<file path="src/rtl/rx_out_sel_pkg.sv">
package rx_out_sel_pkg;
  typedef enum logic [1:0] {
    DS_REC  = 2'd0,
    DS_SDIN = 2'd1,
    DS_MUTE = 2'd2
  } dsel_e;

  typedef struct packed {
    logic mute;
    logic sdin_force;
    logic unlock_mute;
    logic r_sel;
    logic com_sel;
    logic split;
  } mode_t;
endpackage

</file>
<file path="src/rtl/rx_out_cmd_dec.sv">
module rx_out_cmd_dec
  import rx_out_sel_pkg::*;
#(
  parameter logic [7:0] BUS_ADDR = 8'hE8,
  parameter logic [3:0] CMD_ADDR = 4'h5,
  parameter logic [1:0] CHIP_ID  = 2'b00
) (
  input  logic        clk_i,
  input  logic        rst_ni,
  input  logic        wr_en_i,
  input  logic [7:0]  bus_addr_i,
  input  logic [15:0] wr_data_i,
  output mode_t       mode_o
);
  mode_t mode_q;
  logic  hit;
  logic  unused_bits;

  assign unused_bits = ^{wr_data_i[15], wr_data_i[11]};

  assign hit = wr_en_i && (bus_addr_i == BUS_ADDR) &&
               (wr_data_i[7:4] == CMD_ADDR) &&
               (wr_data_i[3:2] == 2'b00) &&
               (wr_data_i[1:0] == CHIP_ID);

  always_ff @(posedge clk_i or negedge rst_ni) begin
    if (!rst_ni) begin
      mode_q <= '0;
    end else if (hit) begin
      mode_q.mute        <= wr_data_i[14];
      mode_q.sdin_force  <= wr_data_i[13];
      mode_q.unlock_mute <= wr_data_i[12];
      mode_q.r_sel       <= wr_data_i[10];
      mode_q.com_sel     <= wr_data_i[9];
      mode_q.split       <= wr_data_i[8];
    end
  end

  assign mode_o = mode_q;

  assert_foreign_addr_R1: assert property (@(posedge clk_i) disable iff (!rst_ni)
    (wr_en_i && bus_addr_i != BUS_ADDR) |=> $stable(mode_q));

  assert_bad_chip_R1: assert property (@(posedge clk_i) disable iff (!rst_ni)
    (wr_en_i && wr_data_i[1:0] != CHIP_ID) |=> $stable(mode_q));
endmodule

</file>
<file path="src/rtl/rx_out_osc_settle.sv">
module rx_out_osc_settle #(
  parameter int SETTLE = 16
) (
  input  logic clk_i,
  input  logic rst_ni,
  input  logic osc_ok_i,
  output logic ready_o
);
  localparam int CW = $clog2(SETTLE + 1);
  localparam logic [CW-1:0] LIM = CW'(SETTLE);

  logic [CW-1:0] cnt_q;

  always_ff @(posedge clk_i or negedge rst_ni) begin
    if (!rst_ni)           cnt_q <= '0;
    else if (!osc_ok_i)    cnt_q <= '0;
    else if (cnt_q != LIM) cnt_q <= cnt_q + 1'b1;
  end

  assign ready_o = (cnt_q == LIM);

  initial begin
    if (SETTLE < 16) $display("rx_out_osc_settle: SETTLE below 16");
  end

  assert_restart_R12: assert property (@(posedge clk_i) disable iff (!rst_ni)
    !osc_ok_i |=> !ready_o);
endmodule

</file>
<file path="src/rtl/rx_out_clk_sel.sv">
module rx_out_clk_sel
  import rx_out_sel_pkg::*;
(
  input  logic  clk_i,
  input  logic  rst_ni,
  input  mode_t mode_i,
  input  logic  pll_lock_i,
  input  logic  osc_ready_i,
  input  logic  auto_stop_i,
  input  logic  amp_cont_i,
  input  logic  fs_mask_i,
  output logic  r_xin_o,
  output logic  s_xin_o,
  output logic  hold_o,
  output logic  err_o
);
  logic r_q, s_q, err_q;
  logic sel_r, tgt_r, tgt_s;
  logic r_nxt, s_nxt, hold;

  assign sel_r = mode_i.split ? mode_i.r_sel : mode_i.com_sel;
  assign tgt_r = sel_r | pll_lock_i;
  assign tgt_s = mode_i.split | mode_i.com_sel | pll_lock_i;

  // switching to XIN from lock waits for a settled oscillator
  assign hold = auto_stop_i && pll_lock_i && !osc_ready_i &&
                ((tgt_r && !r_q) || (tgt_s && !s_q));

  assign r_nxt = hold ? r_q : tgt_r;
  assign s_nxt = hold ? s_q : tgt_s;

  always_ff @(posedge clk_i or negedge rst_ni) begin
    if (!rst_ni) begin
      r_q   <= 1'b0;
      s_q   <= 1'b0;
      err_q <= 1'b0;
    end else begin
      r_q   <= r_nxt;
      s_q   <= s_nxt;
      err_q <= ((r_nxt != r_q) || (s_nxt != s_q)) && !(amp_cont_i || fs_mask_i);
    end
  end

  assign r_xin_o = r_q;
  assign s_xin_o = s_q;
  assign hold_o  = hold;
  assign err_o   = err_q;

  assert_err_on_change_R9: assert property (@(posedge clk_i) disable iff (!rst_ni)
    err_o |-> (r_q != $past(r_q) || s_q != $past(s_q)));

  assert_change_flags_R9: assert property (@(posedge clk_i) disable iff (!rst_ni)
    ((r_q != $past(r_q) || s_q != $past(s_q)) && !$past(amp_cont_i || fs_mask_i)) |-> err_o);

  assert_masked_R10: assert property (@(posedge clk_i) disable iff (!rst_ni)
    (amp_cont_i || fs_mask_i) |=> !err_o);

  assert_split_s_R5: assert property (@(posedge clk_i) disable iff (!rst_ni)
    (mode_i.split && !hold) |=> s_q);

  assert_hold_clk_R11: assert property (@(posedge clk_i) disable iff (!rst_ni)
    hold |=> ($stable(r_q) && $stable(s_q)));
endmodule

</file>
<file path="src/rtl/rx_out_data_sel.sv">
module rx_out_data_sel
  import rx_out_sel_pkg::*;
#(
  parameter int DW = 8
) (
  input  logic          clk_i,
  input  logic          rst_ni,
  input  mode_t         mode_i,
  input  logic          pll_lock_i,
  input  logic          hold_i,
  input  logic [DW-1:0] rdata_i,
  input  logic [DW-1:0] sdin_i,
  output logic          sdin_sel_o,
  output logic          mute_o,
  output logic [DW-1:0] data_o
);
  dsel_e sel_q, sel_nxt;

  always_comb begin
    if (mode_i.mute)            sel_nxt = DS_MUTE;
    else if (mode_i.sdin_force) sel_nxt = DS_SDIN;
    else if (!pll_lock_i)       sel_nxt = mode_i.unlock_mute ? DS_MUTE : DS_SDIN;
    else                        sel_nxt = DS_REC;
  end

  always_ff @(posedge clk_i or negedge rst_ni) begin
    if (!rst_ni)      sel_q <= DS_MUTE;
    else if (!hold_i) sel_q <= sel_nxt;
  end

  always_comb begin
    case (sel_q)
      DS_REC:  data_o = rdata_i;
      DS_SDIN: data_o = sdin_i;
      default: data_o = '0;
    endcase
  end

  assign sdin_sel_o = (sel_q == DS_SDIN);
  assign mute_o     = (sel_q == DS_MUTE);

  assert_mute_prio_R7: assert property (@(posedge clk_i) disable iff (!rst_ni)
    (mode_i.mute && !hold_i) |=> mute_o);

  assert_force_sdin_R7: assert property (@(posedge clk_i) disable iff (!rst_ni)
    (!mode_i.mute && mode_i.sdin_force && !hold_i) |=> sdin_sel_o);

  assert_hold_data_R11: assert property (@(posedge clk_i) disable iff (!rst_ni)
    hold_i |=> $stable(sel_q));

  assert_sel_excl_R8: assert property (@(posedge clk_i) disable iff (!rst_ni)
    $onehot0({sdin_sel_o, mute_o}));
endmodule

</file>
<file path="src/rtl/rx_out_sel.sv">
module rx_out_sel
  import rx_out_sel_pkg::*;
#(
  parameter int          DW       = 8,
  parameter int          SETTLE   = 16,
  parameter logic [7:0]  BUS_ADDR = 8'hE8,
  parameter logic [1:0]  CHIP_ID  = 2'b00
) (
  input  logic          clk_i,
  input  logic          rst_ni,
  input  logic          wr_en_i,
  input  logic [7:0]    bus_addr_i,
  input  logic [15:0]   wr_data_i,
  input  logic          pll_lock_i,
  input  logic          osc_ok_i,
  input  logic          auto_stop_i,
  input  logic          amp_cont_i,
  input  logic          fs_mask_i,
  input  logic [DW-1:0] rdata_i,
  input  logic [DW-1:0] sdin_i,
  output logic          r_xin_o,
  output logic          s_xin_o,
  output logic          sdin_sel_o,
  output logic          mute_o,
  output logic [DW-1:0] data_o,
  output logic          err_o
);
  mode_t mode;
  logic  osc_ready;
  logic  hold;

  rx_out_cmd_dec #(
    .BUS_ADDR (BUS_ADDR),
    .CMD_ADDR (4'h5),
    .CHIP_ID  (CHIP_ID)
  ) u_dec (
    .clk_i      (clk_i),
    .rst_ni     (rst_ni),
    .wr_en_i    (wr_en_i),
    .bus_addr_i (bus_addr_i),
    .wr_data_i  (wr_data_i),
    .mode_o     (mode)
  );

  rx_out_osc_settle #(.SETTLE(SETTLE)) u_settle (
    .clk_i    (clk_i),
    .rst_ni   (rst_ni),
    .osc_ok_i (osc_ok_i),
    .ready_o  (osc_ready)
  );

  rx_out_clk_sel u_clk (
    .clk_i       (clk_i),
    .rst_ni      (rst_ni),
    .mode_i      (mode),
    .pll_lock_i  (pll_lock_i),
    .osc_ready_i (osc_ready),
    .auto_stop_i (auto_stop_i),
    .amp_cont_i  (amp_cont_i),
    .fs_mask_i   (fs_mask_i),
    .r_xin_o     (r_xin_o),
    .s_xin_o     (s_xin_o),
    .hold_o      (hold),
    .err_o       (err_o)
  );

  rx_out_data_sel #(.DW(DW)) u_data (
    .clk_i      (clk_i),
    .rst_ni     (rst_ni),
    .mode_i     (mode),
    .pll_lock_i (pll_lock_i),
    .hold_i     (hold),
    .rdata_i    (rdata_i),
    .sdin_i     (sdin_i),
    .sdin_sel_o (sdin_sel_o),
    .mute_o     (mute_o),
    .data_o     (data_o)
  );

  assert_lock_follow_R6: assert property (@(posedge clk_i) disable iff (!rst_ni)
    (pll_lock_i && !auto_stop_i && !mode.split) |=> r_xin_o);

  assert_joint_R4: assert property (@(posedge clk_i) disable iff (!rst_ni)
    (!mode.split && !(auto_stop_i && pll_lock_i)) |=> (r_xin_o == s_xin_o));
endmodule

</file>
<file path="config.mk">
export PLATFORM = sky130hd
export DESIGN_NAME = rx_out_sel
export DESIGN_NICKNAME = d
export VERILOG_FILES = /design/src/rtl/rx_out_sel_pkg.sv /design/src/rtl/rx_out_cmd_dec.sv /design/src/rtl/rx_out_osc_settle.sv /design/src/rtl/rx_out_clk_sel.sv /design/src/rtl/rx_out_data_sel.sv /design/src/rtl/rx_out_sel.sv
export SDC_FILE = /design/constraint.sdc
export NUM_CORES = 1
export LEC_CHECK = 0
export BUFFER_PORTS_ARGS = -buffer_cell sky130_fd_sc_hd__buf_4
export CAP_MARGIN = 20
export CORE_ASPECT_RATIO = 0.8
export CORE_MARGIN = 2
export CORE_UTILIZATION = 45
export DETAILED_ROUTE_END_ITERATION = 12
export GPL_ROUTABILITY_DRIVEN = 0
export GPL_TIMING_DRIVEN = 1
export HOLD_SLACK_MARGIN = 0.08
export MAX_ROUTING_LAYER = met4
export PLACE_DENSITY = 0.85
export SLEW_MARGIN = 20
export SYNTH_ARGS = -nofsm -noshare
export SYNTH_HDL_FRONTEND = slang
export SYNTH_SLANG_ARGS = --single-unit
</file>
<file path="constraint.sdc">
create_clock -name clk_i -period 3.4 [get_ports clk_i]
set_input_delay 0.68 -clock clk_i [delete_from_list [all_inputs] [get_ports clk_i]]
set_output_delay 0.68 -clock clk_i [all_outputs]
set_load 0.01 [all_outputs]
</file>
==> impl_metrics.csv <==
group,metric,value,unit
cts,cts_root_buf,"clkbuf_4",
timing,setup_viol,0,
worst_setup_path,crit_slowest_cell,"dfrtp_1",
timing,final-hold-violation-count,0,
cts,clk_latency,290,ps
placement,dp.final_hpwl,1920,µm
cts,cts.sinks,16,
placement,place_ws,1340,ps
timing,finalSetupTns,0,ps
die,rows,14,
worst_setup_path,critical_path.max_stage_delay,650,ps
placement,io_buffers,58,
worst_setup_path,criticalPathCategory,"register to primary output",
worst_setup_path,startpoint,"u_data.sel_q[0]$_DFFE_PN0N_",
synth,synthesis.instances,89,
timing,relSlewSlack,68.0,%
layout,fin_util,74.0,%
detailed_routing,firstDrtPassIters,4,
worst_setup_path,critPathCaptureType,"primary output",
detailed_routing,ant_nets,0,
die,die_h,45.5,µm
global_route,grt_max_degree,17,
hold_path,hold_path.class,"input port to async pin",
synth,seq_area_frac_synth,41.5,%
timing,fmax,482,MHz
worst_setup_path,crit_fanout,11,
cts,cts_max_level,1,
synth,ys_ff_latch,16,
cts,clk_pin_slew_worst_paths,90,ps
synth,synth_top_family_by_area,"simple AND/OR/NAND/NOR gates",
detailed_routing,wl,2250,µm
timing,period_share,61.0,%
cts,numCtsBuffers,3,
power,p_leak,0.746,nW
detailed_routing,drc,0,
cts,hold_buffers,0,
placement,placed_cell_area,0.00143,mm²
die,initial_utilization,49.4,%
cts,cts_resized,0,
worst_setup_path,crit_arrival,1390,ps
synth,async_flop_share,100,%
detailed_routing,vias_per_cell,4.97,
die,die_w,55.9,µm
power,internal_power,310,µW
layout,drive_gt1_share,49.7,%
timing,report.final.slew_viol_count,0,
synth,synthMuxAreaShare,18.5,%
power,p_clk_share,25.2,%
die,die-area,0.00254,mm²
timing,rsz0062_at_grt,"false",
worst_setup_path,worst_r2r_path_depth,6,
layout,num-nets-final,200,
synth,synth_area_leader_cell,"dfrtp_1",
synth,synthXorXnorAreaFrac,4.52,%
worst_setup_path,critical_path_required,2720,ps
global_route,grt_first_pass_wirelength,3790,µm
status,outcome,"finished clean",
global_route,antenna_found_initial,0,
cts,clockBufferDepth,2,
die,ios,61,
layout,antenna-diode-count,0,
layout,area_growth,49.9,%
power,comb_power_share,25.6,%
timing,worst_slack,1330,ps
timing,skew,3.15,ps
power,switchingPower,109,µW
detailed_routing,drt_iter0_markers,16,
synth,synth_ff_type,"dfrtp_1",
worst_setup_path,worstPathCellList,"mux2i_1 -> nor2_1 -> buf_4",
timing,period_needed,2070,ps
synth,synth_commonest_cells,"nor2_1, dfrtp_1, mux2i_1",
synth,yosysWarnings,0,
synth,synth_top_area_share,38.8,%
synth,synthTopCellsByArea,"dfrtp_1, mux2i_1, mux2_2",
cts,cts_tree,"done",
cts,cts_setup_buffers,0,
layout,design_area,0.00145,mm²
power,p_per_area,289,mW/mm²
synth,synth_edf_count,0,
worst_setup_path,rrSetupSlack,1660,ps
detailed_routing,wl_per_cell,13.0,µm
global_route,globalRoute.totalOverflow,0,
power,p_seq_share,49.2,%
power,ir_worst_vdd,253,µV
layout,fill_cells,156,
worst_setup_path,r2r-start,"u_settle.cnt_q[0]$_DFFE_PN0P_",
flow_run,maxCapViolCount,0,
synth,yosysUniqueCellTypes,28,
worst_setup_path,start_kind,"register",
die,core,0.00196,mm²
synth,syn-cell-area,968,µm²
timing,hold_slack,230,ps
synth,synthAdderAreaFrac,2.58,%
synth,synthSimpleGateAreaFrac,29.6,%
global_route,grt_usage,20.5,%
synth,avgSynthCellArea,10.9,µm²
detailed_routing,route.vias.total,860,
synth,syn-num-nets,139,
timing,tightest_slew,476,ps
power,power.share.switching,25.9,%
synth,synth_compound_area_share,1.29,%
global_route,grt_pass1_vias,889,
synth,synth.most_common_cell,"nor2_1",
## power groups by stage
| stage | logic [mW] | registers (mW) | clock network (mW) |
|---|---|---|---|
| after floorplan | 0.0416 | 0.206 | 0 |
| after global placement | 0.105 | 0.210 | 0 |
| after detailed placement | 0.109 | 0.210 | 0 |
| after CTS | 0.109 | 0.206 | 0.110 |
| after global routing | 0.117 | 0.208 | 0.122 |
| final | 0.107 | 0.206 | 0.106 |
## final timing paths
kind,endpoint
setup reg to reg,u_data.sel_q[0]$_DFFE_PN0N_
hold reg to reg,u_dec.mode_o[1]$_DFFE_PN0P_
setup / recovery,data_o[4]
max in group asynchronous,u_data.sel_q[1]$_DFFE_PN1N_
min in group clk_i,u_dec.mode_o[1]$_DFFE_PN0P_
hold / removal,u_data.sel_q[0]$_DFFE_PN0N_
## cell usage in the layout (no fill, tap or decap)
cell	netlist	layout
buf_4	0	58
nor2_1	19	19
dfrtp_1	15	15
mux2i_1	10	10
mux2_2	7	7
xnor2_1	4	4
inv_1	3	3
nor3b_1	3	3
nor3_1	3	3
and2_1	3	3
clkbuf_4	0	3
nor2b_1	2	2
nand3_1	2	2
ha_1	2	2
and4bb_4	1	1
nand3b_4	1	1
nand2b_1	1	1
a21oi_1	1	1
nor4b_1	1	1
xor2_1	1	1
nand2_1	1	1
o21a_1	1	1
nand4bb_4	1	1
and4b_1	1	1
and4bb_1	1	1
nand3_2	1	1
nor4_4	1	1
clkbuf_1	1	1
dfstp_2	1	1
## cell type report
class	count	area [µm²]	share of cell area, %
flip-flops and latches	16	402	27.7
well taps	24	30.0	2.07
inverters	3	11.3	0.776
multi-input cells	68	547	37.7
clock buffers	4	26.3	1.81
repair buffers	58	435	30.0
## worst max-delay path: cells and delay by family, from the launching register on
| family | cells | cell delay, ps |
|---|---|---|
| mux | 1 | 240 |
| buf+inv | 1 | 150 |
| flops | 1 | 650 |
| simple gates | 1 | 60 |
## cells by family (layout without fill, tap and decap cells)
group	count (synthesis)	in the layout
compound gates	2	2
xor+xnor	5	5
fa+ha+maj	2	2
buf+inv	5	65
flops	16	16
mux	17	17
simple gates	42	42
## state kept, by name, summed over array words and instances, names as in the netlist
register / count
u_clk.err_o: 1
u_clk.r_xin_o: 1
u_clk.s_xin_o: 1
u_data.sel_q: 2
u_dec.mode_o: 6
u_settle.cnt_q: 5
## layer usage
| metal | up-vias | wire length [µm] | GRT usage (%) |
|---|---|---|---|
| li1 | 430 | - | - |
| met3 | 2 | 120 | 7.10 |
| met2 | 20 | 1180 | 36.7 |
| met5 | - | 0 | - |
| met1 | 408 | 939 | 22.4 |
| met4 | 0 | 14 | 5.71 |
## metrics by stage
step | std cells | power, mW
after global placement | 169 | 0.314
after CTS | 173 | 0.426
after detailed placement | 169 | 0.319
final | 173 | 0.419
after floorplan | 89 | 0.248
after global routing | 173 | 0.447
Power figures use the tool's default switching activity.
